`config.mk`:
```
export PLATFORM = sky130hd
export DESIGN_NAME = cdma_top
export DESIGN_NICKNAME = d
export VERILOG_FILES = /design/src/rtl/cdma_pkg.sv /design/src/rtl/cdma_ram.sv /design/src/rtl/cdma_prio.sv /design/src/rtl/cdma_seq.sv /design/src/rtl/cdma_top.sv
export SDC_FILE = /design/constraint.sdc
export NUM_CORES = 2
export LEC_CHECK = 0
export BUFFER_PORTS_ARGS = -buffer_cell sky130_fd_sc_hd__buf_2
export CORE_MARGIN = 2
export CORE_UTILIZATION = 55
export DETAILED_ROUTE_END_ITERATION = 12
export PLACE_DENSITY = 0.71
export SLEW_MARGIN = 20
export SYNTH_ARGS = -nofsm -noshare
export SYNTH_HDL_FRONTEND = slang
export SYNTH_SLANG_ARGS = --single-unit
```
`constraint.sdc`:
```
create_clock -name clk -period 29.7 [get_ports clk]
set_clock_uncertainty 0.15 [all_clocks]
set_input_delay 5.94 -clock clk [delete_from_list [all_inputs] [get_ports clk]]
set_output_delay 5.94 -clock clk [all_outputs]
set_load 0.02 [all_outputs]
```
`src/rtl/cdma_pkg.sv`:
```
package cdma_pkg;
  localparam int DESC_WORDS = 6;
  localparam int F_MODE = 0;
  localparam int F_CNT  = 1;
  localparam int F_SRC  = 2;
  localparam int F_DST  = 3;
  localparam int F_LNK  = 4;
  localparam int F_HND  = 5;
  localparam int B_NOTIFY = 0;
  localparam int B_LINK   = 1;
  localparam int B_BURST  = 2;

  typedef enum logic [2:0] {
    ST_IDLE, ST_VEC, ST_FETCH, ST_DEC, ST_RD, ST_WR, ST_WB, ST_DONE
  } cdma_st_t;
endpackage

```
`src/rtl/cdma_ram.sv`:
```
module cdma_ram #(
  parameter int AW = 8,
  parameter int DW = 16
) (
  input  logic          clk,
  input  logic          en,
  input  logic          we,
  input  logic [AW-1:0] addr,
  input  logic [DW-1:0] wdata,
  output logic [DW-1:0] rdata
);
  localparam int DEPTH = 1 << AW;
  logic [DW-1:0] mem [DEPTH];

  always_ff @(posedge clk) begin
    if (en) begin
      if (we) mem[addr] <= wdata;
      else    rdata     <= mem[addr];
    end
  end
endmodule

```
`src/rtl/cdma_prio.sv`:
```
module cdma_prio #(
  parameter int N  = 4,
  parameter int IW = (N > 1) ? $clog2(N) : 1
) (
  input  logic [N-1:0]  req,
  output logic          any,
  output logic [IW-1:0] idx,
  output logic [N-1:0]  grant
);
  always_comb begin
    any   = 1'b0;
    idx   = '0;
    grant = '0;
    for (int i = N - 1; i >= 0; i--) begin
      if (req[i]) begin
        any      = 1'b1;
        idx      = IW'(i);
        grant    = '0;
        grant[i] = 1'b1;
      end
    end
  end
endmodule

```
`src/rtl/cdma_seq.sv`:
```
module cdma_seq
  import cdma_pkg::*;
#(
  parameter int NREQ     = 4,
  parameter int AW       = 8,
  parameter int DW       = 16,
  parameter int VEC_BASE = 0,
  parameter int IW       = (NREQ > 1) ? $clog2(NREQ) : 1
) (
  input  logic            clk,
  input  logic            rst_n,
  input  logic            req_any,
  input  logic [IW-1:0]   req_idx,
  input  logic [NREQ-1:0] req_grant,
  input  logic            host_valid,
  output logic            idle,
  output logic            m_en,
  output logic            m_we,
  output logic [AW-1:0]   m_addr,
  output logic [DW-1:0]   m_wdata,
  input  logic [DW-1:0]   m_rdata,
  output logic [NREQ-1:0] ack,
  output logic            irq,
  output logic [DW-1:0]   irq_addr,
  output logic [IW-1:0]   irq_src
);
  localparam int KW = $clog2(DESC_WORDS + 1);

  cdma_st_t        st;
  logic [IW-1:0]   sel;
  logic [KW-1:0]   k;
  logic [AW-1:0]   dbase;
  logic [AW-1:0]   dptr;
  logic [AW-1:0]   slot_addr;
  logic [DW-1:0]   fld [DESC_WORDS];

  assign idle      = (st == ST_IDLE);
  assign slot_addr = AW'(VEC_BASE) + AW'(sel);
  assign dptr      = (k == '0) ? AW'(m_rdata) : dbase;

  always_comb begin
    m_en    = 1'b0;
    m_we    = 1'b0;
    m_addr  = '0;
    m_wdata = '0;
    unique case (st)
      ST_VEC: begin
        m_en   = 1'b1;
        m_addr = slot_addr;
      end
      ST_FETCH: if (int'(k) < DESC_WORDS) begin
        m_en   = 1'b1;
        m_addr = dptr + AW'(k);
      end
      ST_RD: begin
        m_en   = 1'b1;
        m_addr = AW'(fld[F_SRC]);
      end
      ST_WR: begin
        m_en    = 1'b1;
        m_we    = 1'b1;
        m_addr  = AW'(fld[F_DST]);
        m_wdata = m_rdata;
      end
      ST_WB: begin
        m_en   = 1'b1;
        m_we   = 1'b1;
        m_addr = dbase + AW'(F_CNT) + AW'(k);
        case (int'(k))
          0:       m_wdata = fld[F_CNT];
          1:       m_wdata = fld[F_SRC];
          default: m_wdata = fld[F_DST];
        endcase
      end
      ST_DONE: if (fld[F_MODE][B_LINK]) begin
        m_en    = 1'b1;
        m_we    = 1'b1;
        m_addr  = slot_addr;
        m_wdata = fld[F_LNK];
      end
      default: ;
    endcase
  end

  always_ff @(posedge clk or negedge rst_n) begin
    if (!rst_n) begin
      st       <= ST_IDLE;
      sel      <= '0;
      k        <= '0;
      dbase    <= '0;
      ack      <= '0;
      irq      <= 1'b0;
      irq_addr <= '0;
      irq_src  <= '0;
      for (int j = 0; j < DESC_WORDS; j++) fld[j] <= '0;
    end else begin
      ack <= '0;
      irq <= 1'b0;
      unique case (st)
        ST_IDLE: if (req_any && !host_valid) begin
          sel <= req_idx;
          ack <= req_grant;
          st  <= ST_VEC;
        end
        ST_VEC: begin
          k  <= '0;
          st <= ST_FETCH;
        end
        ST_FETCH: begin
          if (k == '0) dbase <= AW'(m_rdata);
          for (int j = 0; j < DESC_WORDS; j++)
            if (int'(k) == j + 1) fld[j] <= m_rdata;
          k <= k + 1'b1;
          if (int'(k) == DESC_WORDS) st <= ST_DEC;
        end
        ST_DEC: st <= (fld[F_CNT] == '0) ? ST_DONE : ST_RD;
        ST_RD:  st <= ST_WR;
        ST_WR: begin
          fld[F_SRC] <= fld[F_SRC] + 1'b1;
          fld[F_DST] <= fld[F_DST] + 1'b1;
          fld[F_CNT] <= fld[F_CNT] - 1'b1;
          if (fld[F_MODE][B_BURST] && fld[F_CNT] != DW'(1)) begin
            st <= ST_RD;
          end else begin
            k  <= '0;
            st <= ST_WB;
          end
        end
        ST_WB: begin
          k <= k + 1'b1;
          if (int'(k) == 2) st <= (fld[F_CNT] == '0) ? ST_DONE : ST_IDLE;
        end
        ST_DONE: begin
          irq      <= fld[F_MODE][B_NOTIFY];
          irq_addr <= fld[F_HND];
          irq_src  <= sel;
          st       <= ST_IDLE;
        end
        default: st <= ST_IDLE;
      endcase
    end
  end
endmodule

```
`src/rtl/cdma_top.sv`:
```
module cdma_top #(
  parameter int NREQ     = 4,
  parameter int AW       = 8,
  parameter int DW       = 16,
  parameter int VEC_BASE = 0,
  parameter int IW       = (NREQ > 1) ? $clog2(NREQ) : 1
) (
  input  logic            clk,
  input  logic            rst_n,
  input  logic [NREQ-1:0] req_i,
  output logic [NREQ-1:0] req_ack_o,
  input  logic            host_valid_i,
  output logic            host_ready_o,
  input  logic            host_we_i,
  input  logic [AW-1:0]   host_addr_i,
  input  logic [DW-1:0]   host_wdata_i,
  output logic            host_rvalid_o,
  output logic [DW-1:0]   host_rdata_o,
  output logic            irq_o,
  output logic [DW-1:0]   irq_addr_o,
  output logic [IW-1:0]   irq_src_o
);
  logic            pr_any;
  logic [IW-1:0]   pr_idx;
  logic [NREQ-1:0] pr_grant;
  logic            eng_idle;
  logic            e_en, e_we;
  logic [AW-1:0]   e_addr;
  logic [DW-1:0]   e_wdata;
  logic            r_en, r_we;
  logic [AW-1:0]   r_addr;
  logic [DW-1:0]   r_wdata, r_rdata;
  logic            host_go;

  cdma_prio #(.N(NREQ), .IW(IW)) u_prio (
    .req(req_i), .any(pr_any), .idx(pr_idx), .grant(pr_grant)
  );

  cdma_seq #(.NREQ(NREQ), .AW(AW), .DW(DW), .VEC_BASE(VEC_BASE), .IW(IW)) u_seq (
    .clk(clk), .rst_n(rst_n),
    .req_any(pr_any), .req_idx(pr_idx), .req_grant(pr_grant),
    .host_valid(host_valid_i), .idle(eng_idle),
    .m_en(e_en), .m_we(e_we), .m_addr(e_addr), .m_wdata(e_wdata), .m_rdata(r_rdata),
    .ack(req_ack_o), .irq(irq_o), .irq_addr(irq_addr_o), .irq_src(irq_src_o)
  );

  assign host_ready_o = eng_idle;
  assign host_go      = host_valid_i & eng_idle;
  assign r_en         = host_go | e_en;
  assign r_we         = host_go ? host_we_i    : e_we;
  assign r_addr       = host_go ? host_addr_i  : e_addr;
  assign r_wdata      = host_go ? host_wdata_i : e_wdata;
  assign host_rdata_o = r_rdata;

  cdma_ram #(.AW(AW), .DW(DW)) u_ram (
    .clk(clk), .en(r_en), .we(r_we), .addr(r_addr), .wdata(r_wdata), .rdata(r_rdata)
  );

  always_ff @(posedge clk or negedge rst_n) begin
    if (!rst_n) host_rvalid_o <= 1'b0;
    else        host_rvalid_o <= host_go & ~host_we_i;
  end
endmodule

```
* Word level (Yosys, flattened, before mapping)
Memory sizes are Yosys's and may differ from the RTL's. A register that Yosys moved wholly into a read port is not among the register bits.
Cells that the tools add are included.
** Word-level totals
- Bits of input ports :: 32
- Latch bits :: 0
- Memory bits (writable) :: 4096
- Output and inout bits :: 41
- Logic and storage cells :: 117
- Memories :: 1
- Memory bits (read-only) :: 0
- Flip-flop bits (word level) :: 123
** Operators by class
- Div/mod/pow operators :: 0
- Equality and inequality tests :: 22
- $lt $le $gt $ge :: 1
- $mul :: 0
- Bitwise gates (word level) :: 5
- Add/subtract/negate cells :: 7
- Mux-type cells :: 45
- Reduce and logical (&&, ||, !) cells :: 21
- Shift operators :: 0
** Memory list
- u_ram.mem :: depth 256, width 16, rd ports 1, clocked after memory_dff 1, wr ports 1, line cdma_ram.sv:13 : logic [DW-1:0] mem [DEPTH];
** Operators by type and width (count)
- 48-bit case mux with 2 select lines :: 1
- 16-bit two-way mux :: 5
- 16-bit case mux with 3 select lines :: 1
- 8-bit case mux with 6 select lines :: 1
- 16-bit by 1-bit adder with 16-bit output, second input constant :: 2
- 16-bit case mux with 2 select lines :: 1
- 3-bit == test, second input constant :: 8
- 4-bit two-way mux :: 6
- 8-bit two-way mux :: 3
- 3-bit case mux with 8 select lines :: 1
- 2-bit AND reduction :: 9
- 8-bit by 3-bit adder with 8-bit output :: 2
- 16-bit logical NOT :: 1
- 16-bit by 1-bit inequality test with 1-bit output, second input constant :: 1
- 16-bit by 1-bit subtractor with 16-bit output, second input constant :: 1
- 3-bit two-way mux :: 5
- 2-bit two-way mux :: 7
- 3-bit by 2-bit == test with 1-bit output, second input constant :: 4
- 2-bit by 1-bit inequality test with 1-bit output, second input constant :: 6
- 1-bit two-way mux :: 11
- 3-bit case mux with 3 select lines :: 1
- 8-bit by 1-bit adder with 8-bit output, second input constant :: 1
- 3-bit by 1-bit == test with 1-bit output, second input constant :: 2
- 3-bit logical NOT :: 2
- other kinds (15) :: 19

* Longest topological paths before layout
- Depth after elaboration :: 7
- Mapped depth :: 24
- Mapped depth without buffers :: 17

* By module
Synthesis repeated with hierarchy kept, for this count alone.
** Unflattened totals
- Cells, all modules :: 7484
- Area total of the unflattened synthesis :: 162794.9 µm²
** By module, submodules not included
- cdma_ram :: sequential area each 123478.4 µm², cells an instance 6705, instances 1, area each 155236.4 µm²
- cdma_seq :: sequential area each 3052.9 µm², cells an instance 737, instances 1, area each 7079.3 µm²
- cdma_top :: sequential area each 25.0 µm², cells an instance 31, instances 1, area each 417.9 µm²
- cdma_prio :: sequential area each 0.0 µm², cells an instance 11, instances 1, area each 61.3 µm²

* Worst setup path before layout
OpenSTA, ideal clock, no wires.
- Path type :: input to register
- Start point :: input host_valid_i
- End point :: memory u_ram.mem[0][7] (data pin)
- Stages :: 5
- Data arrival time :: 11.751 ns
- Buffers on the path :: 2
- Library setup time :: 2.186 ns
- Data required time :: 27.364 ns
- Slack :: 15.612 ns
- Cells stage by stage :: nor4b_4 > clkbuf_1 > clkbuf_1 > a222oi_1 > o21ai_0
** On the way
- Cells in the longest elaborated chain, start to end :: 2
** RTL lines
- start, declared :: line cdma_top.sv:12 : input logic host_valid_i,
- 1-bit bitwise AND :: line cdma_top.sv:48 : assign host_go = host_valid_i & eng_idle;
- 16-bit two-way mux :: line cdma_top.sv:52 : assign r_wdata = host_go ? host_wdata_i : e_wdata;
- net r_wdata[7] :: line cdma_top.sv:32 : logic [DW-1:0] r_wdata, r_rdata;
- end, declared :: line cdma_ram.sv:13
The timed path passes the listed nets, and every way through them passes these cells.

* Worst setup path after layout
- Start point :: input host_valid_i
- End point :: register u_ram.rdata[10] (read register of u_ram.mem) (data pin)
** On the way
- Cells in the longest elaborated chain, start to end :: 4
** RTL lines
- 1-bit bitwise AND (*) :: line cdma_top.sv:48
- 1-bit two-way mux :: line cdma_top.sv:50 : assign r_we = host_go ? host_we_i : e_we;
- 1-bit NOT (no source line)
- 2-bit AND reduction (no source line)
- end, declared :: line cdma_ram.sv:10 : output logic [DW-1:0] rdata
Mark *: on every way between the ends. The rest lies on a longest branch, timed or not.
A chain may end at the register's enable or synchronous reset.

==> impl_metrics.yaml <==
run_status:
  run_status: "complete, no violations"
worst_setup_path:
  cp-end-kind: "flop"
  crit_arrival_ns: 14.16
  start_kind: "input pin"
  path_class: "input pin to flop"
  worst_ep_required_time_ns: 30.18
  worstSetupStartpoint: "host_valid_i"
  r2r-start: "u_seq.k[1]$_DFFE_PN0P_"
  path_max_fanout: 45
logic_synthesis:
  netlist_area_um2: 167000
  synth_area_leaders: "edfxtp_1, mux4_2, nand2_1, dfrtp_1, nand3_1"
  syn_nets: 9537
  yosys-top-cells-count: "edfxtp_1, nand2_1, mux4_2, nand3_1, nor2_1"
  yosysUniqueCellTypes: 94
  avgSynthCellArea_um2: 17.6
  ys.flop_type: "edfxtp_1"
  synth_warnings: 0
  synth_top_area_share_pct: 74.0
  synth_most_common_cell: "edfxtp_1"
  syn-instance-count: 9488
  synth_edf_count: 4112
  yosys.area.top_type: "edfxtp_1"
  seq_area_frac_synth_pct: 75.8
  ys_ff_latch: 4235
  async_flop_share_pct: 2.90
global_routing:
  grt_max_degree: 236
  use_met3_pct: 8.58
  grt_pass1_vias: 92500
  grt.total_usage_pct: 31.7
  grt_pass1_wl_um: 690000
  use_met2_pct: 47.1
  antenna_found_initial: 35
  met1_usage_pct: 43.0
  grt_busiest_layer: "met2"
  grt-ovfl-total: 0
worst_hold_path:
  min_from: "u_seq.fld[80]$_DFFE_PN0P_"
  hold_class: "flop to flop"
timing:
  fmax_mhz: 73.1
  tightest_slew_ns: 1.26
  rsz0062_at_grt: "no"
  maxSlewHeadroom_pct: 15.5
  finalCritPeriodShare_pct: 46.1
  whs_ns: 0.342
  setup_viol: 0
  min_period_ns: 13.68
  fin_tns_setup_ns: 0
  finalHoldViolations: 0
  slew_violations: 0
cts:
  cts_buffers: 412
  cts_buffer_depth: 4
  h-tree-depth: 5
  cts_setup_buffers: 0
  post_cts_resized: 0
  clock_latency_ns: 0.95
  holdBufCountCts: 0
  clkSinkCount: 4235
  cts_tree: "yes"
  cts_root_buf: "clkbuf_16"
  cts.clk_slew.worst_paths_ns: 0.06
floorplan:
  die_area_um2: 308000
  start_util_pct: 55.2
  rows: 202
  fp.dieH_um: 555
  fp.dieW_um: 555
  io_pins: 73
  core_area_um2: 302000
drt:
  num_vias: 97000
  wl_per_cell_um: 34.9
  drc_errors: 0
  drt_iter0_markers: 16700
  ant_nets: 0
  drtPass1Iterations: 9
  routed_wl_um: 494000
  via_per_inst: 6.85
cells_and_area:
  area_delta_synth_final_pct: 11.9
  nets: 9882
  fillers: 20900
  layout-drive-gt1-share_pct: 19.8
  multi_input_area_um2: 37900
  seq_area_um2: 127000
  final_cells: 14200
  post-route-cell-area_um2: 187000
place:
  portBuffers: 72
  hpwl_um: 285000
  placed_area_um2: 173000
  gp_congestion: 0.895
  dp_cells: 13400
power_and_ir_drop:
  powerDensity_nw_per_um2: 62.1
  power.clock.fraction_pct: 44.3
  peakVddDrop_mv: 0.0540
  p_sw_share_pct: 19.3
  p_leak_uw: 0.0615
  p_sw_uw: 2240
  pwr-share-seq_pct: 55.7
  comb_power_share_pct: 0.1
  total_power_uw: 11600
  p_int_uw: 9350
flow_run:
  cap_violations: 0
-- placed cells by master, fill, tap and decap left out, drive strengths merged, types with 34 or more instances in the layout --
cell	count
and3	127
a31oi	90
edfxtp	4112
mux4	703
clkinv	185
a22oi	124
o21ai	107
inv	36
buf	529
a311oi	131
clkbuf	504
nand3	510
nor2	358
a21oi	199
mux2	63
mux2i	201
o22ai	78
nor3	38
dfrtp	123
bufinv	37
nand2	1503
a211oi	34
-- through the flow --
step	util [%]	worst slack, ns
finish	61.8	16.02
global placement	57.3	14.89
CTS	61.7	15.79
detailed placement	57.4	14.85
global route	61.7	15.23
floorplan	-	15.61
-- per-layer routing --
layer  vias to the layer above  wire length [um]
met4                        26             31500
met5                         -               186
li1                      38400                 -
met3                      1401             68800
met1                     49400            171000
met2                      7840            223000
-- cell type report --
class / count / share of cell area [%]
multi-input combinational: 4630 / 20.3
inverter: 25 / 0.0503
timing repair buffer: 529 / 2.18
sequential: 4235 / 67.8
antenna: 15 / 0.0201
clock inverter: 244 / 1.24
clock buffer: 504 / 5.75
tap: 3978 / 2.67
-- worst max-delay path, cell delays in order --
cell and delay [ns]:
buf_2 0.12, nor4b_4 0.12, buf_4 0.27, nand2_1 0.17, o2111a_2 0.72, buf_4 0.79
buf_4 0.68, buf_4 0.76, buf_4 0.80, buf_4 0.79, buf_4 0.69, mux4_2 0.60
mux2i_1 0.15, o22ai_1 0.10, or3_1 0.37, o31ai_1 0.64, o311ai_1 0.20
-- worst paths after layout --
kind | endpoint | slack (ns) | depth (start not counted)
worst min-delay path | u_seq.irq$_DFF_PN0_ | 0.34 | 2
worst max register to register | u_ram.rdata[10]$_DFFE_PP_ | 19.32 | 20
worst min register to register | u_seq.irq$_DFF_PN0_ | 0.34 | 2
min in group asynchronous | u_seq.irq_addr[2]$_DFFE_PN0N_ | 4.94 | 1
worst max-delay path | u_ram.rdata[10]$_DFFE_PP_ | 16.02 | 17
max in group asynchronous | u_seq.fld[34]$_DFFE_PN0P_ | 23.06 | 2
-- kinds of logic after synthesis --
group | after synthesis | share of synthesized area [%]
buf+inv | 623 | 1.94
simple gates | 2679 | 6.91
compound gates | 961 | 4.02
mux | 967 | 11.1
fa+ha+maj | 17 | 0.132
flops | 4235 | 75.8
xor+xnor | 6 | 0.0315
-- state kept, by name, summed over array words and instances (netlist names), 2 cells and up --
name            cells
u_seq.ack           4
u_ram.rdata        16
u_seq.st            3
u_seq.irq_addr     16
u_seq.sel           2
u_seq.irq_src       2
u_seq.k             3
u_ram.mem        4096
u_seq.dbase         8
u_seq.fld          83
-- power by group through the flow --
stage / logic [uW] / clock network (uW) / registers (uW)
2_1_floorplan: 0.319 / 0 / 6580
3_3_place_gp: 6.65 / 0 / 6580
3_5_place_dp: 6.87 / 0 / 6580
4_1_cts: 6.90 / 5140 / 6450
5_1_grt: 7.48 / 5360 / 6450
6_report: 6.66 / 5130 / 6450
Note: power is estimated with default switching activity, not from simulation.
